`config.mk`:
```
export PLATFORM = sky130hd
export DESIGN_NAME = pattern_bank_mapper
export DESIGN_NICKNAME = d
export VERILOG_FILES = /design/src/rtl/pbm_pkg.sv /design/src/rtl/pbm_write_ctrl.sv /design/src/rtl/pbm_slot_path.sv /design/src/rtl/pattern_bank_mapper.sv
export SDC_FILE = /design/constraint.sdc
export NUM_CORES = 1
export LEC_CHECK = 0
export BUFFER_PORTS_ARGS = -buffer_cell sky130_fd_sc_hd__buf_2
export CAP_MARGIN = 40
export CORE_MARGIN = 5
export CORE_UTILIZATION = 68
export CTS_BUF_LIST = sky130_fd_sc_hd__clkbuf_8
export DETAILED_ROUTE_END_ITERATION = 8
export PLACE_DENSITY_LB_ADDON = 0.05
export RECOVER_POWER = 100
export SLEW_MARGIN = 30
export SYNTH_ARGS = -nofsm -noshare
export SYNTH_HDL_FRONTEND = slang
export SYNTH_HIERARCHICAL = 1
export SYNTH_SLANG_ARGS = --single-unit
```
`constraint.sdc`:
```
create_clock -name clk -period 3.5 [get_ports clk]
set_input_delay 0 -clock clk [delete_from_list [all_inputs] [get_ports clk]]
set_output_delay 0 -clock clk [all_outputs]
set_load 0.05 [all_outputs]
```
`src/rtl/pbm_pkg.sv`:
```
package pbm_pkg;

  localparam int SLOT_COUNT = 8;
  localparam int BANK_REG_COUNT = 6;
  localparam int DATA_W = 8;
  localparam int BASE_W = 11;
  localparam logic [2:0] HALF_LOW_REG = 3'd6;
  localparam logic [2:0] HALF_HIGH_REG = 3'd7;

  typedef enum logic [1:0] {
    STYLE_FULL8   = 2'd0,
    STYLE_HALF4   = 2'd1,
    STYLE_CMDDATA = 2'd2,
    STYLE_OFF     = 2'd3
  } mapStyle_e;

  // Strobes from the write decoder to the slot datapath.
  typedef struct packed {
    logic [SLOT_COUNT-1:0] slotLoad;   // which physical slots take a new bank
    logic                  linear;     // consecutive banks from linearBase
    logic                  span8;      // offset spans 0..7 instead of 0..3
    logic [BASE_W-1:0]     linearBase; // first bank of a linear load
    logic                  swapHalves; // XOR logical slot with 4
  } slotStrobe_t;

  typedef logic [BANK_REG_COUNT-1:0][DATA_W-1:0] bankRegs_t;

  // Reset contents of the six bank registers: identity mapping.
  function automatic logic [DATA_W-1:0] bankResetVal(input int k);
    if (k < 2) return DATA_W'(2 * k);
    else return DATA_W'(k + 2);
  endfunction

  // Value shown by a logical slot in the command/data style.
  function automatic logic [DATA_W-1:0] cmdSlotValue(input logic [2:0] logical,
                                                     input bankRegs_t regs);
    logic [DATA_W-1:0] v;
    case (logical)
      3'd0: v = regs[0] & ~DATA_W'(1);
      3'd1: v = regs[0] | DATA_W'(1);
      3'd2: v = regs[1] & ~DATA_W'(1);
      3'd3: v = regs[1] | DATA_W'(1);
      3'd4: v = regs[2];
      3'd5: v = regs[3];
      3'd6: v = regs[4];
      default: v = regs[5];
    endcase
    return v;
  endfunction

endpackage

```
`src/rtl/pbm_write_ctrl.sv`:
```
module pbm_write_ctrl
  import pbm_pkg::*;
(
  input  logic        clk,
  input  logic        rstN,
  input  logic [1:0]  mapStyle,
  input  logic        wrEn,
  input  logic [2:0]  wrReg,
  input  logic [7:0]  wrData,
  output slotStrobe_t strobe,
  output bankRegs_t   bankNext
);

  mapStyle_e style;
  assign style = mapStyle_e'(mapStyle);

  bankRegs_t  bankQ, bankD;
  logic [2:0] cmdSelQ, cmdSelD;
  logic       cmdSwapQ, cmdSwapD;

  logic cmdWrite, dataWrite, selValid;
  assign cmdWrite  = wrEn && (style == STYLE_CMDDATA) && !wrReg[0];
  assign dataWrite = wrEn && (style == STYLE_CMDDATA) && wrReg[0];
  assign selValid  = (cmdSelQ < 3'(BANK_REG_COUNT));

  always_comb begin
    strobe   = '0;
    bankD    = bankQ;
    cmdSelD  = cmdSelQ;
    cmdSwapD = cmdSwapQ;
    if (wrEn) begin
      case (style)
        STYLE_FULL8: begin
          strobe.slotLoad   = '1;
          strobe.linear     = 1'b1;
          strobe.span8      = 1'b1;
          strobe.linearBase = wrData[2] ? BASE_W'(SLOT_COUNT) : '0;
        end
        STYLE_HALF4: begin
          if (wrReg == HALF_LOW_REG) begin
            strobe.slotLoad   = 8'h0F;
            strobe.linear     = 1'b1;
            strobe.linearBase = {1'b0, wrData, 2'b00};
          end else if (wrReg == HALF_HIGH_REG) begin
            strobe.slotLoad   = 8'hF0;
            strobe.linear     = 1'b1;
            strobe.linearBase = {1'b0, wrData, 2'b00};
          end
        end
        STYLE_CMDDATA: begin
          if (!wrReg[0]) begin
            cmdSelD         = wrData[2:0];
            cmdSwapD        = wrData[7];
            strobe.slotLoad = '1;
          end else if (selValid) begin
            for (int k = 0; k < BANK_REG_COUNT; k++) begin
              if (cmdSelQ == 3'(k)) bankD[k] = wrData;
            end
            strobe.slotLoad = '1;
          end
        end
        default: ;
      endcase
    end
    strobe.swapHalves = cmdSwapD;
  end

  assign bankNext = bankD;

  always_ff @(posedge clk) begin
    if (!rstN) begin
      cmdSelQ  <= '0;
      cmdSwapQ <= 1'b0;
      for (int k = 0; k < BANK_REG_COUNT; k++) bankQ[k] <= bankResetVal(k);
    end else begin
      cmdSelQ  <= cmdSelD;
      cmdSwapQ <= cmdSwapD;
      bankQ    <= bankD;
    end
  end


  off_style_quiet_chk: assert property (@(posedge clk) disable iff (!rstN)
    (wrEn && style == STYLE_OFF) |-> (strobe.slotLoad == '0));


  half_other_reg_chk: assert property (@(posedge clk) disable iff (!rstN)
    (wrEn && style == STYLE_HALF4 && wrReg != HALF_LOW_REG && wrReg != HALF_HIGH_REG)
      |-> (strobe.slotLoad == '0));


  bad_select_chk: assert property (@(posedge clk) disable iff (!rstN)
    (dataWrite && cmdSelQ >= 3'(BANK_REG_COUNT)) |=> $stable(bankQ));


  cmd_hold_chk: assert property (@(posedge clk) disable iff (!rstN)
    !cmdWrite |=> ($stable(cmdSelQ) && $stable(cmdSwapQ)));


  full_all_slots_chk: assert property (@(posedge clk) disable iff (!rstN)
    (wrEn && style == STYLE_FULL8) |-> ($countones(strobe.slotLoad) == SLOT_COUNT));

endmodule

```
`src/rtl/pbm_slot_path.sv`:
```
module pbm_slot_path
  import pbm_pkg::*;
#(
  parameter int BANK_W = 7
) (
  input  logic               clk,
  input  logic               rstN,
  input  slotStrobe_t        strobe,
  input  bankRegs_t          bankNext,
  input  logic [12:0]        winAddr,
  output logic [BANK_W+9:0]  romAddr
);

  localparam int SUM_W = 16;

  logic [SLOT_COUNT-1:0][BANK_W-1:0] slotQ, slotD;

  generate
    for (genvar p = 0; p < SLOT_COUNT; p++) begin : g_slot
      logic [2:0]       logical;
      logic [2:0]       linOffset;
      logic [SUM_W-1:0] linSum;
      logic [DATA_W-1:0] cmdVal;

      assign logical   = 3'(p) ^ {strobe.swapHalves, 2'b00};
      assign linOffset = strobe.span8 ? 3'(p) : {1'b0, 2'(p)};
      assign linSum    = SUM_W'(strobe.linearBase) + SUM_W'(linOffset);
      assign cmdVal    = cmdSlotValue(logical, bankNext);

      always_comb begin
        if (!strobe.slotLoad[p]) slotD[p] = slotQ[p];
        else if (strobe.linear)  slotD[p] = BANK_W'(linSum);
        else                     slotD[p] = BANK_W'(cmdVal);
      end

      always_ff @(posedge clk) begin
        if (!rstN) slotQ[p] <= BANK_W'(p);
        else       slotQ[p] <= slotD[p];
      end
    end
  endgenerate

  assign romAddr = {slotQ[winAddr[12:10]], winAddr[9:0]};


  idle_hold_chk: assert property (@(posedge clk) disable iff (!rstN)
    (strobe.slotLoad == '0) |=> $stable(slotQ));


  half_run_chk: assert property (@(posedge clk) disable iff (!rstN)
    (strobe.slotLoad == 8'h0F && strobe.linear) |=> (slotQ[1] == BANK_W'(slotQ[0] + 1'b1)));


  pair_even_odd_chk: assert property (@(posedge clk) disable iff (!rstN)
    (strobe.slotLoad == '1 && !strobe.linear && !strobe.swapHalves)
      |=> (!slotQ[0][0] && slotQ[1] == (slotQ[0] | BANK_W'(1))));


  swapped_pair_chk: assert property (@(posedge clk) disable iff (!rstN)
    (strobe.slotLoad == '1 && !strobe.linear && strobe.swapHalves)
      |=> (!slotQ[4][0] && slotQ[5] == (slotQ[4] | BANK_W'(1))));

endmodule

```
`src/rtl/pattern_bank_mapper.sv`:
```
module pattern_bank_mapper
  import pbm_pkg::*;
#(
  parameter int BANK_COUNT = 128,
  localparam int BANK_W = $clog2(BANK_COUNT)
) (
  input  logic              clk,
  input  logic              rstN,
  input  logic [1:0]        mapStyle,
  input  logic              wrEn,
  input  logic [2:0]        wrReg,
  input  logic [7:0]        wrData,
  input  logic [13:0]       ppuAddr,
  output logic [BANK_W+9:0] romAddr
);

  slotStrobe_t strobe;
  bankRegs_t   bankNext;
  logic        unusedWindowBit;

  assign unusedWindowBit = ppuAddr[13];

  pbm_write_ctrl u_ctrl (
    .clk      (clk),
    .rstN     (rstN),
    .mapStyle (mapStyle),
    .wrEn     (wrEn),
    .wrReg    (wrReg),
    .wrData   (wrData),
    .strobe   (strobe),
    .bankNext (bankNext)
  );

  pbm_slot_path #(.BANK_W(BANK_W)) u_path (
    .clk      (clk),
    .rstN     (rstN),
    .strobe   (strobe),
    .bankNext (bankNext),
    .winAddr  (ppuAddr[12:0]),
    .romAddr  (romAddr)
  );


  initial size_pow2_chk: assert (BANK_COUNT >= 8 && BANK_W <= 16 && (1 << BANK_W) == BANK_COUNT);

endmodule

```
# ---- Word-level counts from Yosys, hierarchy flattened
# Index checks and enable logic that the tools add are counted.
# W data, S select, Z words.
dict set report totals {
  reg_bits 108
}
dict set report op_classes {
  n_addsub 7
  n_lt_le_gt_ge 2
  n_eq_ne 18
  muxes 47
  n_bitwise 4
  reduce_logical 13
}
# op n
set op_table {}
lappend op_table {{$mux W48} 4}
lappend op_table {{$mux W8} 8}
lappend op_table {{$mux W7} 9}
lappend op_table {{$pmux W7 S4} 2}
lappend op_table {{$pmux W7 S7} 1}
lappend op_table {{$pmux W7 S2} 3}
lappend op_table {{$pmux W7 S3} 2}
lappend op_table {{$add A7 B3 Y7} 4}
lappend op_table {{$logic_not A3 Y1} 9}
lappend op_table {{$pmux W8 S3} 1}
lappend op_table {{$pmux W11 S2} 1}
lappend op_table {{$bmux W7 S3} 1}
lappend op_table {{$eq A3 B3 Y1 const B} 7}
lappend op_table {{$mux W21} 1}
lappend op_table {{$mux W9} 2}
lappend op_table {{$add A7 B2 Y7 const B} 2}
lappend op_table {{$eq A3 B2 Y1 const B} 4}
lappend op_table {{$mux W3} 4}
lappend op_table {{$mux W11} 1}
lappend op_table {{$mux W10} 1}
lappend op_table {{$reduce_and A5 Y1} 2}
lappend op_table {{$add A7 B1 Y7 const B} 1}
lappend op_table {{$eq A2 B2 Y1 const B} 3}
lappend op_table {{$eq A3 B1 Y1 const B} 2}
lappend op_table {{11 further kinds} 16}

# ---- Longest topological paths before layout
dict set report logic_depth {
  depth_word 8
  mapped_depth 12
  ltp_nobuf 9
}

# ---- Cells and area by module
# The synthesis kept the hierarchy.
# module instances cells_each area_each_um2 seq_area_each_um2
set by_module_without_submodules {}
lappend by_module_without_submodules {pbm_slot_path 1 478 4135.2 1121.1}
lappend by_module_without_submodules {pbm_write_ctrl 1 278 2831.5 1041.0}

# ---- Worst setup path before layout
# No wires, ideal clock.
dict set report synth_timing {
  kind {flip-flop to flip-flop}
  from {register u_ctrl.cmdSelQ[2]}
  to {register u_path/slotQ[41] (netlist name)}
  setup_time_ns 0.116
  arrival_ns 2.265
  path_slack_ns 1.119
  stages_incl_launch_ff 9
  n_path_buf 1
  cell_sequence {dfxtp_1 nand3b_1 nor4_2 buf_6 mux2_2 mux2_2 o221ai_1 o21ai_0 and3_1}
}
# element line
set synth_rtl {}
lappend synth_rtl {{from (decl)} pbm_write_ctrl.sv:18} ;# logic [2:0] cmdSelQ, cmdSelD;
lappend synth_rtl {{from (signal assigned)} pbm_write_ctrl.sv:76} ;# cmdSelQ <= cmdSelD;
lappend synth_rtl {{to (signal, indexed assignment)} pbm_slot_path.sv:37} ;# if (!rstN) slotQ[p] <= BANK_W'(p);
lappend synth_rtl {{to (signal, indexed assignment)} pbm_slot_path.sv:38} ;# else slotQ[p] <= slotD[p];
lappend synth_rtl {{to (decl)} pbm_slot_path.sv:16} ;# logic [SLOT_COUNT-1:0][BANK_W-1:0] slotQ, slotD;

==> results.md <==
* Outcome: complete, but fails checks
* Slew Limit Fails at 41
* Max frequency at about 340 MHz
* Detail Route Antenna Nets at 0
* WP data required at 3.67 ns
* Starting Density at between 70% and 80%
* Number of top-level pins at 47
* Worst Reg-to-Reg Cells at 7
* Tmin final at just under 3 ns
* Hold Path Stages at 0
* Layout Nets at between 700 and 800
* Static Leakage at 2.725 nW
* Area occupied by multi-input gates at around 0.0040 mm²
* Via-to-Cell Ratio at about 6.5
* Slew margin rel. at -12.22%
* Htree depth at 3
* # fillers at 759
* WL/cell at between 20 and 25 µm
* Post-CTS sizing at 0
* CTS Hold Bufs at 2
* Routed WL at roughly 16 mm
* Post-CTS setup repair buffer count at 0
* First-pass GRT wire length at ~27 mm
* HPWL after DPL at around 12 mm
* Hold_ws at ~0.000044 ns
* Setup TNS Final at 0 ns
* Sequential Area at around 0.0020 mm²
* Largest net degree at the start of global routing at between 40 and 50
* N_diodes at 0
* Layout Skew at approximately 0.0051 ns
* WHS Endpoint: romAddr[9]
* Reg clk slew, reported paths at 0.09 ns
* DR iter-0 viols at approximately 370
* Chip Height at 108.3 µm
* Worst skew pair latency at 0.37 ns
* Endpoints failing setup at 0
* Core ar. at slightly above 0.009 mm²
* Final period utilization at between 80 and 90%
* Root buf cell: clkbuf_8
* Num rows at 35
* Hold Crit Start: ppuAddr[9]
* GRT Total Usage at a little under 30%
* Post-synthesis instance area at 0.006569 mm²
* Antenna violations before repair at 0
* TritonCTS Buffers at 9
* Maxcap violations at 1
* Number of standard cells after synthesis at approximately 720
* Power, Total at approximately 2.2 mW
* Total gr overflow at 0
* Vias in the first global route at approximately 5200
* Origin of the critical flop-to-flop path: u_ctrl/cmdSelQ[1]
* CTS max path bufs at 2
* Reg2reg end: u_path/slotQ[50]
* TritonCTS clock tree: done
* Peak VDD IR at between 0.0002 and 0.0003 V
* Dpl cell area at around 0.0065 mm²
* Worst min path class: input pin to primary output
* CP max FO at 12
* PD cells at between 300 and 400 mW/mm²
* Post-route DRC at 0
* Sink Count at 100
* Die ar. at 0.01173 mm²
* Die Wd at between 100 and 150 µm
* Critical path class: flip-flop to flip-flop
* R2R setup slack at ~0.52 ns
* Fraction of layout cells with a size suffix above 1 at a little over an eighth
* Launching element type of the critical path: flip-flop
* DR vias at around 5300
* First drt pass iteration count at 5
* Syn Area/Cell at 9.136 µm²
* Arrival time at the worst endpoint at 3.15 ns
* Utilization after layout at between 70% and 80%
* RSZ-0062 raised after global routing: false
* Violated checks: max-capacitance violations, max-slew violations
* Yosys warning total at 6
* Final Cell Area at between 0.006 and 0.007 mm²
* Gpl congestion at a little under 0.9
* Area grow syn2layout at 1.524%
* Final Hold Viols at 0
* Tightest Pin Transition at approximately 1.7 ns
* Buffers on Ports at 25
* CP endpoint kind: flip-flop
-- flip-flops by register name, indices dropped and copies added (netlist names) --
register and flops:
u_ctrl/bankQ 40, u_ctrl/cmdSelQ 3, u_ctrl/cmdSwapQ 1, u_path/slotQ 56
-- critical path, stage by stage (launching register included) --
cell,delay (ns)
dfxtp_1,0.37
and4bb_2,0.34
nand4b_1,0.67
mux2_1,0.62
a21oi_1,0.22
o21ai_0,0.12
a21boi_0,0.30
o21ai_0,0.14
-- where the power goes --
part	total (mW)	internal [mW]	leakage, nW	switching [mW]
clock	0.716	0.314	0.0958	0.403
combinational	0.314	0.113	1.82	0.201
sequential	1.18	1.16	0.811	0.0141
total	2.21	1.59	2.73	0.618
-- through the flow --
| stage | std cells | setup slack [ns] |
|---|---|---|
| floorplan | 720 | 1.205 |
| global placement | 802 | 0.9854 |
| detailed placement | 802 | 0.9238 |
| CTS | 820 | 0.8975 |
| global route | 820 | 0.4114 |
| finish | 820 | 0.5226 |
-- worst max-delay path by stage --
stage,endpoint,start,slack [ns]
floorplan,u_path/slotQ[41],u_ctrl/cmdSelQ[2],1.20
global placement,u_path/slotQ[55],u_ctrl/cmdSelQ[1],0.99
detailed placement,u_path/slotQ[55],u_ctrl/cmdSelQ[1],0.92
CTS,u_path/slotQ[55],u_ctrl/cmdSelQ[0],0.90
global route,u_path/slotQ[17],rstN,0.41
finish,u_path/slotQ[50],u_ctrl/cmdSelQ[1],0.52
-- cells in the final DEF, fill, tap and decap left out, types with 3 or more instances in the layout --
cell type and n:
a31oi_1 9, o211ai_1 13, and2_1 10, o21ai_0 40, xnor2_1 8, mux2i_1 69, dfxtp_1 100, clkbuf_1 9
a21boi_0 12, nor2_1 8, a211o_1 4, a211oi_1 10, ha_1 8, mux4_1 14, mux2_2 39, nor2b_1 34
xor2_1 9, nand4_1 3, mux2_1 16, nand2_1 87, nand2b_1 20, nand3_1 23, or3_1 3, buf_4 11
clkbuf_8 12, nor3_1 3, a21oi_1 19, inv_1 16, o31ai_1 6, nand3b_1 11, buf_2 17, nor3b_1 4
-- cell type report --
class                   instances  share of cell area, %
multi-input cells             520                  60.38
flip-flops and latches        100                  30.02
inverters                      15                 0.8443
well taps                     129                  2.420
clock buffers                  12                  2.477
clock inverters                 4                 0.3565
repair buffers                 40                  3.508
-- routing by layer --
| layer | GRT usage [%] | part of all wire [%] | vias to the layer above |
|---|---|---|---|
| met5 | 0 | 0 | - |
| met4 | 15.06 | 5.2 | 0 |
| met3 | 4.597 | 5.1 | 61 |
| met2 | 50.84 | 49 | 197 |
| met1 | 35.55 | 41 | 2566 |
| li1 | - | - | 2491 |
Power figures use the tool's default switching activity.
